--- config.mk ---
export PLATFORM = sky130hd
export DESIGN_NAME = rdq_serial_port
export DESIGN_NICKNAME = d
export VERILOG_FILES = /design/src/rtl/rdq_pkg.sv /design/src/rtl/rdq_sync.sv /design/src/rtl/rdq_fifo.sv /design/src/rtl/rdq_cursor.sv /design/src/rtl/rdq_serial_port.sv
export SDC_FILE = /design/constraint.sdc
export NUM_CORES = 1
export LEC_CHECK = 0
export ABC_AREA = 1
export CORE_UTILIZATION = 35
export DETAILED_ROUTE_END_ITERATION = 6
export PLACE_DENSITY_LB_ADDON = 0.25
export SLEW_MARGIN = 20
export SYNTH_ARGS = -nofsm -noshare
export SYNTH_HDL_FRONTEND = slang
export SYNTH_SLANG_ARGS = --single-unit
--- constraint.sdc ---
create_clock -name clk -period 8.08 [get_ports clk]
set_clock_uncertainty 0.15 [all_clocks]
set_input_delay 0.808 -clock clk [delete_from_list [all_inputs] [get_ports clk]]
set_output_delay 0.808 -clock clk [all_outputs]
set_load 0.005 [all_outputs]
--- src/rtl/rdq_pkg.sv ---
package rdq_pkg;
  localparam int WORD_W   = 16;
  localparam int PAD_W    = 4;
  localparam int SAMPLE_W = WORD_W - PAD_W;
  localparam int POS_W    = 4;

  typedef enum logic [1:0] {PH_IDLE, PH_CMD, PH_WREG, PH_READ} phase_e;
  typedef enum logic [1:0] {OP_NONE, OP_WRITE, OP_READ, OP_CLEAR} op_e;

  // command byte: top set bit selects the operation
  function automatic op_e decode_op(input logic [7:0] c);
    if (c[7])      return OP_WRITE;
    else if (c[6]) return OP_READ;
    else if (c[5]) return OP_CLEAR;
    else           return OP_NONE;
  endfunction

  function automatic logic [WORD_W-1:0] pad_word(input logic [SAMPLE_W-1:0] s);
    return {{PAD_W{1'b0}}, s};
  endfunction

  function automatic logic bit_at(input logic [WORD_W-1:0] w, input logic [POS_W-1:0] p);
    return w[POS_W'(WORD_W-1) - p];
  endfunction

  // last cursor position of the current entry before it leaves the queue
  function automatic logic [POS_W-1:0] last_pos(input logic narrow, input logic [POS_W-1:0] start);
    return narrow ? start + POS_W'(7) : POS_W'(WORD_W-1);
  endfunction

  // frame end inside the second byte (or inside the narrowed byte) drops the entry
  function automatic logic drop_on_end(input logic narrow, input logic [POS_W-1:0] pos,
                                       input logic [POS_W-1:0] start);
    if (narrow) return pos != start;
    return pos > POS_W'(8);
  endfunction

  // frame end inside the first byte narrows the entry to one more byte
  function automatic logic narrow_on_end(input logic narrow, input logic [POS_W-1:0] pos);
    return !narrow && (pos != '0) && (pos < POS_W'(8));
  endfunction

  // write bit n of a register loaded MSB first
  function automatic logic [31:0] msb_mask(input int width, input int n);
    return (32'd1 << (width - 1)) >> n;
  endfunction
endpackage

--- src/rtl/rdq_sync.sv ---
module rdq_sync #(
  parameter int             W    = 1,
  parameter logic [W-1:0]   INIT = '0
) (
  input  logic         clk,
  input  logic         rst_n,
  input  logic [W-1:0] d,
  output logic [W-1:0] q
);
  logic [W-1:0] stage1;

  always_ff @(posedge clk or negedge rst_n) begin
    if (!rst_n) begin
      stage1 <= INIT;
      q      <= INIT;
    end else begin
      stage1 <= d;
      q      <= stage1;
    end
  end
endmodule

--- src/rtl/rdq_fifo.sv ---
module rdq_fifo
  import rdq_pkg::*;
#(
  parameter int DEPTH = 16,
  localparam int PTR_W = (DEPTH > 1) ? $clog2(DEPTH) : 1,
  localparam int CNT_W = $clog2(DEPTH + 1)
) (
  input  logic                clk,
  input  logic                rst_n,
  input  logic                clr,
  input  logic                push_valid,
  input  logic [SAMPLE_W-1:0] push_data,
  input  logic                pop,
  input  logic                corrupt_set,
  output logic                push_ok,
  output logic [WORD_W-1:0]   head,
  output logic [CNT_W-1:0]    count,
  output logic                empty,
  output logic                full,
  output logic                corrupt
);
  logic [SAMPLE_W-1:0] mem [DEPTH];
  logic [PTR_W-1:0]    wp, rp;
  logic                pop_ok;

  function automatic logic [PTR_W-1:0] step(input logic [PTR_W-1:0] p);
    return (p == PTR_W'(DEPTH - 1)) ? '0 : p + PTR_W'(1);
  endfunction

  assign empty   = (count == '0);
  assign full    = (count == CNT_W'(DEPTH));
  assign pop_ok  = pop && !empty;
  assign push_ok = push_valid && !clr && (!full || pop_ok);
  assign head    = pad_word(mem[rp]);

  always_ff @(posedge clk) begin
    if (push_ok) mem[wp] <= push_data;
  end

  always_ff @(posedge clk or negedge rst_n) begin
    if (!rst_n) begin
      wp    <= '0;
      rp    <= '0;
      count <= '0;
    end else if (clr) begin
      wp    <= '0;
      rp    <= '0;
      count <= '0;
    end else begin
      if (push_ok) wp <= step(wp);
      if (pop_ok)  rp <= step(rp);
      unique case ({push_ok, pop_ok})
        2'b10:   count <= count + CNT_W'(1);
        2'b01:   count <= count - CNT_W'(1);
        default: ;
      endcase
    end
  end

  always_ff @(posedge clk or negedge rst_n) begin
    if (!rst_n)           corrupt <= 1'b0;
    else if (corrupt_set) corrupt <= 1'b1;
    else if (clr)         corrupt <= 1'b0;
  end
endmodule

--- src/rtl/rdq_cursor.sv ---
module rdq_cursor
  import rdq_pkg::*;
(
  input  logic             clk,
  input  logic             rst_n,
  input  logic             clr,
  input  logic             adv,
  input  logic             frame_end,
  input  logic             avail,
  output logic [POS_W-1:0] pos,
  output logic             pop
);
  logic             narrow;
  logic [POS_W-1:0] start;
  logic             at_last;

  assign at_last = (pos == last_pos(narrow, start));
  assign pop     = (adv && at_last) ||
                   (frame_end && avail && drop_on_end(narrow, pos, start));

  always_ff @(posedge clk or negedge rst_n) begin
    if (!rst_n) begin
      pos    <= '0;
      narrow <= 1'b0;
      start  <= '0;
    end else if (clr || pop) begin
      pos    <= '0;
      narrow <= 1'b0;
      start  <= '0;
    end else if (adv) begin
      pos <= pos + POS_W'(1);
    end else if (frame_end && narrow_on_end(narrow, pos)) begin
      narrow <= 1'b1;
      start  <= pos;
    end
  end
endmodule

--- src/rtl/rdq_serial_port.sv ---
module rdq_serial_port
  import rdq_pkg::*;
#(
  parameter int DEPTH = 16,
  parameter int NREG  = 4,
  parameter int REG_W = 8,
  localparam int CNT_W = $clog2(DEPTH + 1)
) (
  input  logic                  clk,
  input  logic                  rst_n,
  input  logic                  spi_cs_n,
  input  logic                  spi_sclk,
  input  logic                  spi_mosi,
  output logic                  spi_miso,
  input  logic                  push_valid,
  input  logic [SAMPLE_W-1:0]   push_data,
  input  logic                  conv_idle,
  output logic [CNT_W-1:0]      fifo_count,
  output logic                  fifo_empty,
  output logic                  fifo_full,
  output logic                  fifo_corrupt,
  output logic [NREG*REG_W-1:0] cfg_regs
);
  localparam int BC_W  = $clog2(((REG_W > 8) ? REG_W : 8) + 1);
  localparam int IDX_W = (NREG > 1) ? $clog2(NREG) : 1;

  // synchronised serial pins and their edges
  logic [2:0] sync_q;
  logic       cs_n_s, sclk_s, mosi_s, cs_n_d, sclk_d;
  logic       cs_fall, cs_rise, sclk_rise;

  rdq_sync #(.W(3), .INIT(3'b100)) u_sync (
    .clk   (clk),
    .rst_n (rst_n),
    .d     ({spi_cs_n, spi_sclk, spi_mosi}),
    .q     (sync_q)
  );

  assign cs_n_s = sync_q[2];
  assign sclk_s = sync_q[1];
  assign mosi_s = sync_q[0];

  always_ff @(posedge clk or negedge rst_n) begin
    if (!rst_n) begin
      cs_n_d <= 1'b1;
      sclk_d <= 1'b0;
    end else begin
      cs_n_d <= cs_n_s;
      sclk_d <= sclk_s;
    end
  end

  assign cs_fall   = cs_n_d && !cs_n_s;
  assign cs_rise   = !cs_n_d && cs_n_s;
  assign sclk_rise = !sclk_d && sclk_s && !cs_n_s;

  // frame state
  phase_e           phase;
  logic [6:0]       cmd_sr;
  logic [BC_W-1:0]  bit_cnt;
  logic [IDX_W-1:0] widx;
  logic [7:0]       cmd_byte;
  op_e              op_now;
  logic             cmd_done;

  // named internal events
  logic             bit_adv, entry_pop, push_ok, clr_cmd, corrupt_set, reg_bit_we;
  logic [POS_W-1:0] rd_pos;
  logic [WORD_W-1:0] head;

  assign cmd_byte    = {cmd_sr, mosi_s};
  assign op_now      = decode_op(cmd_byte);
  assign cmd_done    = (phase == PH_CMD) && sclk_rise && (bit_cnt == BC_W'(7));
  assign clr_cmd     = cmd_done && (op_now == OP_CLEAR);
  assign bit_adv     = (phase == PH_READ) && sclk_rise && !fifo_empty;
  assign corrupt_set = cs_fall && !conv_idle;
  assign reg_bit_we  = (phase == PH_WREG) && sclk_rise && (bit_cnt < BC_W'(REG_W));

  always_ff @(posedge clk or negedge rst_n) begin
    if (!rst_n) begin
      phase   <= PH_IDLE;
      cmd_sr  <= '0;
      bit_cnt <= '0;
      widx    <= '0;
    end else if (cs_fall) begin
      phase   <= PH_CMD;
      bit_cnt <= '0;
    end else if (cs_rise) begin
      phase   <= PH_IDLE;
    end else if (sclk_rise) begin
      unique case (phase)
        PH_CMD: begin
          cmd_sr <= cmd_byte[6:0];
          if (bit_cnt == BC_W'(7)) begin
            bit_cnt <= '0;
            unique case (op_now)
              OP_WRITE: begin
                phase <= PH_WREG;
                widx  <= cmd_byte[IDX_W-1:0];
              end
              OP_READ: phase <= PH_READ;
              default: phase <= PH_IDLE;
            endcase
          end else begin
            bit_cnt <= bit_cnt + BC_W'(1);
          end
        end
        PH_WREG: if (reg_bit_we) bit_cnt <= bit_cnt + BC_W'(1);
        default: ;
      endcase
    end
  end

  rdq_fifo #(.DEPTH(DEPTH)) u_fifo (
    .clk         (clk),
    .rst_n       (rst_n),
    .clr         (clr_cmd),
    .push_valid  (push_valid),
    .push_data   (push_data),
    .pop         (entry_pop),
    .corrupt_set (corrupt_set),
    .push_ok     (push_ok),
    .head        (head),
    .count       (fifo_count),
    .empty       (fifo_empty),
    .full        (fifo_full),
    .corrupt     (fifo_corrupt)
  );

  rdq_cursor u_cursor (
    .clk       (clk),
    .rst_n     (rst_n),
    .clr       (clr_cmd),
    .adv       (bit_adv),
    .frame_end (cs_rise),
    .avail     (!fifo_empty),
    .pos       (rd_pos),
    .pop       (entry_pop)
  );

  always_ff @(posedge clk or negedge rst_n) begin
    if (!rst_n) spi_miso <= 1'b0;
    else        spi_miso <= (phase == PH_READ) && !cs_n_s && !fifo_empty && bit_at(head, rd_pos);
  end

  // register bank, loaded MSB first one bit per serial clock
  for (genvar g = 0; g < NREG; g++) begin : g_reg
    logic [REG_W-1:0] r;
    logic [REG_W-1:0] m;
    assign m = REG_W'(msb_mask(REG_W, int'(bit_cnt)));
    always_ff @(posedge clk or negedge rst_n) begin
      if (!rst_n) r <= '0;
      else if (reg_bit_we && (widx == IDX_W'(g))) r <= mosi_s ? (r | m) : (r & ~m);
    end
    assign cfg_regs[g*REG_W +: REG_W] = r;
  end
endmodule

Yosys cells after proc, flatten, opt, wreduce, memory -nomap -nowiden. Memory sizes are Yosys's and may differ from the RTL's. Cells that the tools add are included.

Equal/unequal tests: 20. Muxes and demuxes: 45. Bitwise gates (word level): 11. $add $sub $neg: 8. Reductions and logical operators: 58. Order comparisons: 4. Shift-type cells: 1.

Operators with widths (count): 2-to-1 mux 4 bit (17); AND 8 bit (4); 2-to-1 mux 8 bit (4); bitwise OR 8 bit (4); logical AND 1 bit (28); adder 4 x 1 -> 4 bit, second input constant (4); 2-to-1 mux 2 bit (8); nonzero test 3 bit (5); == test 2 bit, second input constant (7); nonzero test 2 bit (6); 2-to-1 mux 1 bit (11); one-hot mux 5 bit (2 select lines) (1); == test 2 x 1 -> 1 bit, second input constant (4); == test 4 bit, second input constant (2); logical NOT 1 bit (8); < comparator 4 bit, second input constant (2); inverter 8 bit (1); one-hot mux 4 bit (2 select lines) (1); AND reduction 4 bit (2); right shift 8 x 4 -> 8 bit, first input constant (1); AND reduction 6 bit (1); adder 5 x 1 -> 5 bit, second input constant (1); == test 5 bit, second input constant (1); logical NOT 5 bit (1); 19 further kinds (23).

Logic and storage cells: 168. Output and inout port bits: 41. Bits of input ports: 19. Register bits after elaboration: 79. Bits in writable memories: 192. Memories: 1.

Memory list: u_fifo.mem (words 16, width 12, read ports 1, clocked after memory_dff 0, write ports 1, RTL line rdq_fifo.sv:22) `logic [SAMPLE_W-1:0] mem [DEPTH];`.

Logic depth before layout (Yosys ltp). Gate-level depths: netlist (run 1).

Word-level depth: 13. Mapped depth: 21. Gate-level depth less buffers: 21.

Modules after synthesis. Synthesis (run 1) repeated with hierarchy kept, for this count alone.

Cells, all modules: 1143. Area total of the unflattened synthesis: 12020.3 um2.

Modules (own cells, without submodules): rdq_fifo (area an instance 8635.8 um2, cells each 721, seq. area each 6115.9 um2, instances 1); rdq_serial_port (area an instance 2548.7 um2, cells each 317, seq. area each 1252.5 um2, instances 1); rdq_cursor (area an instance 683.2 um2, cells each 99, seq. area each 225.2 um2, instances 1); rdq_sync (area an instance 152.6 um2, cells each 6, seq. area each 152.6 um2, instances 1).

Worst setup path before layout (run 1). Ideal clock, no wire load.

Kind: register to register. Start point: register u_cursor.start[0]. End point: memory u_fifo.mem[12][0] (netlist bit) (enable). Period minus slack after synthesis: 3020 ps. Library setup time: 396 ps. Cell stages (with the launch flop): 15. Setup slack: 5060 ps. Buffers on the path: 1. Data arrival time: 2473 ps. Data required time: 7534 ps. Path through: dfrtp_1 inv_1 ha_1 nand2_1 xor2_1 nor2_1 nand3_1 nor2_1 nand2_1 nand2_4 inv_2 nand2_2 nand2_2 buf_6 nor3_1.

Longest elaborated chain between the ends: 10. Elaborated cells between the ends (all ways): 14. Those cells by class: 1 x add/sub; 2 x eq/ne; 5 x mux; 6 x reduce/logical.

RTL lines: start: declaration (RTL line rdq_cursor.sv:14) `logic [POS_W-1:0] start;`; start signal: assignment (RTL line rdq_cursor.sv:34) `start <= pos;`; adder 4 x 3 -> 4 bit / inequality test 4 bit (equally long branches) (RTL line rdq_pkg.sv:28, rdq_pkg.sv:34); 2-to-1 mux 4 bit / 2-to-1 mux 1 bit (equally long branches) (RTL line rdq_pkg.sv:28, rdq_pkg.sv:34); == test 4 bit / 2-to-1 mux 1 bit (equally long branches) (RTL line rdq_cursor.sv:17, rdq_pkg.sv:35); logical AND 1 bit, on equally long branches (RTL line rdq_cursor.sv:18, rdq_cursor.sv:19); logical OR 1 bit (*) (RTL line rdq_cursor.sv:18) `assign pop = (adv && at_last) ||`; logical AND 1 bit (*) (RTL line rdq_fifo.sv:32) `assign pop_ok = pop && !empty;`; logical OR 1 bit (*) (RTL line rdq_fifo.sv:33) `assign push_ok = push_valid && !clr && (!full || pop_ok);`; logical AND 1 bit (*) (RTL line rdq_fifo.sv:33); 2-to-1 mux 1 bit (*) (RTL line rdq_fifo.sv:37) `if (push_ok) mem[wp] <= push_data;`; 2-to-1 mux 1 bit (not written as such) (*) (RTL line rdq_fifo.sv:37); end: declaration (RTL line rdq_fifo.sv:22).

Every way passes the cells marked *; elsewhere a longest branch is shown, timed or not. The select of a mux whose other input is x is not followed.

Worst setup path in the final report (run 1).
Start point: register u_cursor.start[0]. End point: memory u_fifo.mem[15][0] (netlist bit) (enable).

Same word-level chain as after synthesis.

==> reports/summary.txt, run 1 <==
Outcome = finished clean
Area of the multi-input gates = 0.003697 mm2
DR DRC count = 0
Tot Pwr = 3.947 mW
Syn Area/Cell = 10.70 um2
# hold bufs at CTS = 1
Power Density = 282.6 mW/mm2
Tcrit/Tclk final = 42.15%
Final Hold Viols = 0
Initial Util = 35.74%
CP Max Fanout = 21
Layout cells sized above 1 = 9.891%
Seq/Total Area, Yosys = 64.48%
R2R Path Start = u_cursor.start[0]
Die area = 0.03507 mm2
Syn-to-layout area delta = 16.28%
Slowest CP cell = nor2_1
Post-synthesis mux area share = 3.270%
R2r endpoint = u_fifo.mem[15][0]
Largest family of logic cells by synthesized area = simple AND/OR/NAND/NOR gates
Highest Signal Layer = met4
Top Ports = 60
Dpl hpwl = 18.12 mm
Clk root buf = clkbuf_16
FF-to-FF setup slack = 4.67 ns
Maximum buffer depth of the clock tree = 3
Syn Nets = 1165
Synth warn = 0
Worst-path clk slew = 0.06 ns
First-pass GRT wire length = 45.71 mm
Post-synth top cells = nand2_1 (220), edfxtp_1 (192), nor2_1 (129), nand3_1 (116), inv_1 (100)
Max Cap Viol = 0
Post-Route M1 WL = 13.89 mm
CORE AREA = 0.03362 mm2
Total CTS buffers = 29
Met2 wire len = 13.28 mm
Compound-Gate Fraction of Synth Area = 5.052%
FF-to-FF path depth = 13
Ant diodes = 0
Slew headroom = 28.46%
Peak VDD IR = 0.1678 mV
Most frequent CP cell = nor2_1
Async S/R FF share, synth = 29.15%
Crit-path max cell delay = 0.94 ns
EDFF count, synth = 192
Crit path DAT = 3.42 ns
Post-CTS setup buffer count = 0
Post-synth top area cell = edfxtp_1
Quantity of I/O buffers inserted on ports = 59
Die X = 187.3 um
GRT Total Usage = 16.66%
Clock sink total = 271
Endpoints failing setup = 0
Synth Register Bits = 271
Top cells by area, synth = edfxtp_1 (48%), dfrtp_1 (16%), nand2_1 (6.9%), nand3_1 (4.8%), nor2_1 (4.0%)
Largest net degree at the start of global routing = 96
Setup CP Type = reg -> reg
CP startpoint kind = register
Min Clock Period, post-route = 3.406 ns
Hold path endpoint = u_sync.q[0]
Final number of max-transition violations = 0
Worst-Margin Slew = 1.071 ns
Grt total ovfl = 0
Fill cell count = 3218
Simple-Gate Fraction of Synth Area = 18.50%
DR iter-0 viols = 687
Count of cell types in the netlist = 40
Worst setup EP type = register
Count leader, synth = nand2_1
Vias in the first global route = 7895
Met3 WL = 1.138 mm
Initial antenna violation count = 0
Gpl congestion = 0.8368
Synth top area share = 48.00%
CTS tree = done
Prevailing post-synth register cell = edfxtp_1
Final setup TNS = 0 ns
DRT Pass-1 Iters = 5
Post-Synth Adder-Cell Area = 2.458%
Hold Path Origin = u_sync.stage1[0]
Die height = 187.3 um
Reg area = 0.007747 mm2
Mapped Cells = 1123
Req. time, crit path = 8.10 ns
Wire per inst = 17.69 um
Drt total wl = 29.03 mm
NumNets Final = 1212
Vias per cell = 4.927
Worst Hold Class = reg -> reg
Routed via count = 8086
FMAX = 293.6 MHz
WHS Path Cells = 0
Synthesized cell area = 0.01201 mm2
Post-synthesis xor/xnor area fraction = 0.8749%
RSZ-0062 raised after global routing = false
Row count = 67
Clock latency on the worst-skew pair = 0.55 ns
Post-route ant nets = 0
Leak = 5.590 nW
H-tree levels = 1
CTS resizes = 0
CP cell instances = inv_1 > ha_1 > nand2_1 > xor2_1 > nor2_1 > nand3_1 > nor2_1 > nand2_1 > nand2_4 > inv_2 > nand2_2 > nand2_2 > nor2_1
Min Hold Slack = 0.1995 ns
## critical path, delay by kind of cell, from the launching register on
kind	cells	cell delay [ns]
XOR/XNOR	1	0.14
adder cells (fa/ha/maj)	1	0.28
buffers and inverters	2	0.14
flip-flops	1	0.37
AND/OR/NAND/NOR	9	1.92
## per-layer routing
layer | global-route usage (%) | vias to the layer above
met5 | 0 | -
met2 | 26.59 | 160
met4 | 4.981 | 0
met3 | 1.876 | 49
met1 | 23.83 | 3995
li1 | - | 3882
## kinds of logic (layout without fill, tap and decap cells)
kind of cell             after synthesis  after routing
AO/OA/AOI/OAI                        115            115
XOR/XNOR                              12             12
adder cells (fa/ha/maj)               23             23
buffers and inverters                157            227
flip-flops                           271            271
multiplexers                          35             35
AND/OR/NAND/NOR                      510            510
## per-stage QoR
step	std cells	setup WS [ns]	utilization, %	instance area [um2]
6_report	1641	4.674	41.55	13970
5_1_grt	1641	4.401	41.55	13970
4_1_cts	1641	4.653	41.55	13970
3_5_place_dp	1586	4.670	38.80	13040
3_3_place_gp	1586	4.718	38.80	13040
2_1_floorplan	1123	5.060	-	12010
## final cells by class
| type | instances | area share (%) |
|---|---|---|
| clock buffer | 36 | 5.383 |
| sequential | 271 | 55.46 |
| tap | 448 | 4.013 |
| multi-input combinational | 695 | 26.47 |
| inverter | 106 | 2.848 |
| timing repair buffer | 67 | 4.658 |
| clock inverter | 18 | 1.164 |
## placed cells by master, fill, tap and decap left out, types with 2 or more instances in the layout
cell / instances
o21ai_0: 83
buf_4: 8
nor3_2: 16
clkinv_1: 8
clkdlybuf4s50_1: 58
nor2_1: 129
dfrtp_1: 75
o22ai_1: 5
inv_2: 6
ha_1: 22
nand3_2: 2
nor3_1: 3
o211ai_1: 9
inv_1: 99
xor2_1: 9
nand2_2: 4
mux2_1: 5
clkinv_2: 6
nand3_1: 116
a21oi_1: 15
clkbuf_1: 7
edfxtp_1: 192
nand3b_1: 2
nand4_1: 8
mux2_2: 29
o21ai_1: 2
clkbuf_16: 29
bufinv_16: 3
nand2_1: 220
dfstp_2: 3
xnor2_1: 3
nor3_4: 4
## power breakdown
part | total (mW) | internal (mW) | switching [mW]
combinational | 0.893 | 0.289 | 0.604
clock | 1.29 | 0.753 | 0.540
sequential | 1.76 | 1.64 | 0.118
## worst max-delay path by stage
stage	from	to	cells past startpoint
global placement	u_cursor.start[0]	u_fifo.mem[4][5]	13
detailed placement	u_cursor.start[0]	u_fifo.mem[0][11]	13
floorplan	u_cursor.start[0]	u_fifo.mem[12][0]	14
finish	u_cursor.start[0]	u_fifo.mem[15][0]	13
global route	u_cursor.start[0]	u_fifo.mem[15][0]	13
CTS	u_cursor.start[0]	u_fifo.mem[0][9]	13
(Power assumes the default switching activity.)
==> run 2: changes to the inputs <==
clock period = 3.56 ns   (was 8.08 ns; I/O delays follow)
==> run 2 against run 1 <==
Setup slack got worse by 4.2 ns. Wire length is essentially flat. Global-route usage grew 0.057 points. Clock power is 150% higher. Flip-flop and latch count unchanged. Largest cell class unchanged.
==> reports/summary.txt, run 2 (synthesized netlist as in run 1, its figures left out) <==
Outcome = finished clean
Peak VDD IR = 0.3602 mV
Final number of max-transition violations = 0
DR DRC count = 0
# hold bufs at CTS = 1
RSZ-0062 raised after global routing = false
Largest net degree at the start of global routing = 102
CTS resizes = 0
Worst Hold Class = in -> reg
Final setup TNS = 0 ns
Fill cell count = 3204
Initial antenna violation count = 0
DR iter-0 viols = 533
Crit path from = u_cursor.start[0]
CP Max Fanout = 7
CP startpoint kind = register
Power Density = 648.2 mW/mm2
Vias per cell = 4.919
NumNets Final = 1231
Endpoints failing setup = 0
Area of the multi-input gates = 0.003697 mm2
Final WS setup = 0.4822 ns
Quantity of I/O buffers inserted on ports = 59
First-pass GRT wire length = 46.26 mm
Grt total ovfl = 0
FMAX = 324.9 MHz
Critical Path End = u_fifo.count[4]
DRT Pass-1 Iters = 5
Die height = 187.3 um
H-tree levels = 1
Clock sink total = 271
Die area = 0.03507 mm2
Tot Pwr = 9.248 mW
Top Ports = 60
Vias in the first global route = 8037
FF-to-FF setup slack = 0.48 ns
Min Clock Period, post-route = 3.078 ns
Worst-path clk slew = 0.06 ns
Setup CP Type = reg -> reg
Max Cap Viol = 0
Post-Place Setup Slack = 0.5290 ns
Total CTS buffers = 30
Clk root buf = clkbuf_16
Worst setup EP type = register
Row count = 67
Most common cell after layout, fill and taps aside = nand2_1
R2R Path Start = u_cursor.start[0]
Worst-Margin Slew = 0.9541 ns
Die X = 187.3 um
Post-route ant nets = 0
CORE AREA = 0.03362 mm2
Slew headroom = 36.39%
Dpl hpwl = 17.97 mm
Reg area = 0.007747 mm2
FF-to-FF path depth = 18
CTS tree = done
Wire per inst = 17.48 um
Initial Util = 35.74%
R2r endpoint = u_fifo.count[4]
Commonest cells after routing, fill and taps aside = nand2_1 (220), edfxtp_1 (192), nor2_1 (129)
Crit path DAT = 3.36 ns
Post-CTS setup buffer count = 0
Clock latency on the worst-skew pair = 0.57 ns
GRT Total Usage = 16.72%
Maximum buffer depth of the clock tree = 3
Routed via count = 8170
Syn-to-layout area delta = 18.77%
Drt total wl = 29.04 mm
Final Hold Viols = 0
Tcrit/Tclk final = 86.46%
Layout cells sized above 1 = 11.79%
Gpl congestion = 0.8046
Ant diodes = 0
Leak = 5.757 nW
Req. time, crit path = 3.84 ns
-- run 2: cell types whose count changed in the layout (fill, tap and decap cells not counted), sizes merged --
| cell | change |
|---|---|
| bufinv | +2 |
| clkinvlp | +1 |
| buf | +18 |
| inv | +1 |
| clkbuf | -2 |
-- run 2: worst max-delay path, stage by stage (launching register included) --
cell and delay [ns]:
dfrtp_1 0.38, inv_1 0.10, ha_1 0.29, nand2_1 0.06, xor2_1 0.15, nor2_1 0.11, nand3_1 0.10, nor2_1 0.10
nand2_1 0.11, nand2_4 0.13, nand2_1 0.14, fa_1 0.42, o21ai_0 0.22, xor2_1 0.21, inv_1 0.06, nand2_1 0.06
nand2_1 0.05, nand3_1 0.07, nand2_1 0.06
-- run 2: layout make-up --
cell class	instances	area share, %
Inverter	106	2.789
Clock buffer	34	5.367
Clock inverter	22	1.815
Timing Repair Buffer	85	5.884
Sequential cell	271	54.30
Tap cell	448	3.929
Multi-Input combinational cell	695	25.91
-- run 2: power breakdown --
group          internal, mW  switching, mW  leakage, nW  total [mW]
Combinational         0.719           1.40         2.48        2.12
Clock                  1.92           1.28        0.498        3.20
Sequential             3.73          0.204         2.78        3.93
Total                  6.36           2.89         5.76        9.25
-- run 2: how the worst min path moves through the flow --
| stage | to | depth (start not counted) | startpoint |
|---|---|---|---|
| floorplan | asynchronous set/reset pin | 0 | rst_n |
| global placement | u_sync.q[0] | 0 | u_sync.stage1[0] |
| detailed placement | u_sync.q[0] | 0 | u_sync.stage1[0] |
| CTS | u_sync.stage1[2] | 1 | spi_cs_n |
| global route | u_sync.stage1[2] | 1 | spi_cs_n |
| finish | u_sync.stage1[2] | 1 | spi_cs_n |
-- run 2: per-layer routing --
layer  GRT usage, %  vias to the layer above  routed length [um]
met3          2.195                       36                1264
met5              0                        -                   0
li1               -                     3927                   -
met1          23.76                     4019               13700
met2          26.99                      188               13600
met4          4.161                        0                 478
-- run 2: stage by stage --
| stage | utilization (%) | cell area (um2) | hold slack, ns | cells |
|---|---|---|---|---|
| floorplan | - | 12010 | -0.08959 | 1123 |
| global placement | 39.35 | 13230 | 0.1846 | 1604 |
| detailed placement | 39.35 | 13230 | 0.1847 | 1604 |
| CTS | 42.43 | 14260 | 0.04542 | 1661 |
| global route | 42.44 | 14270 | 0.07235 | 1661 |
| finish | 42.44 | 14270 | 0.07192 | 1661 |
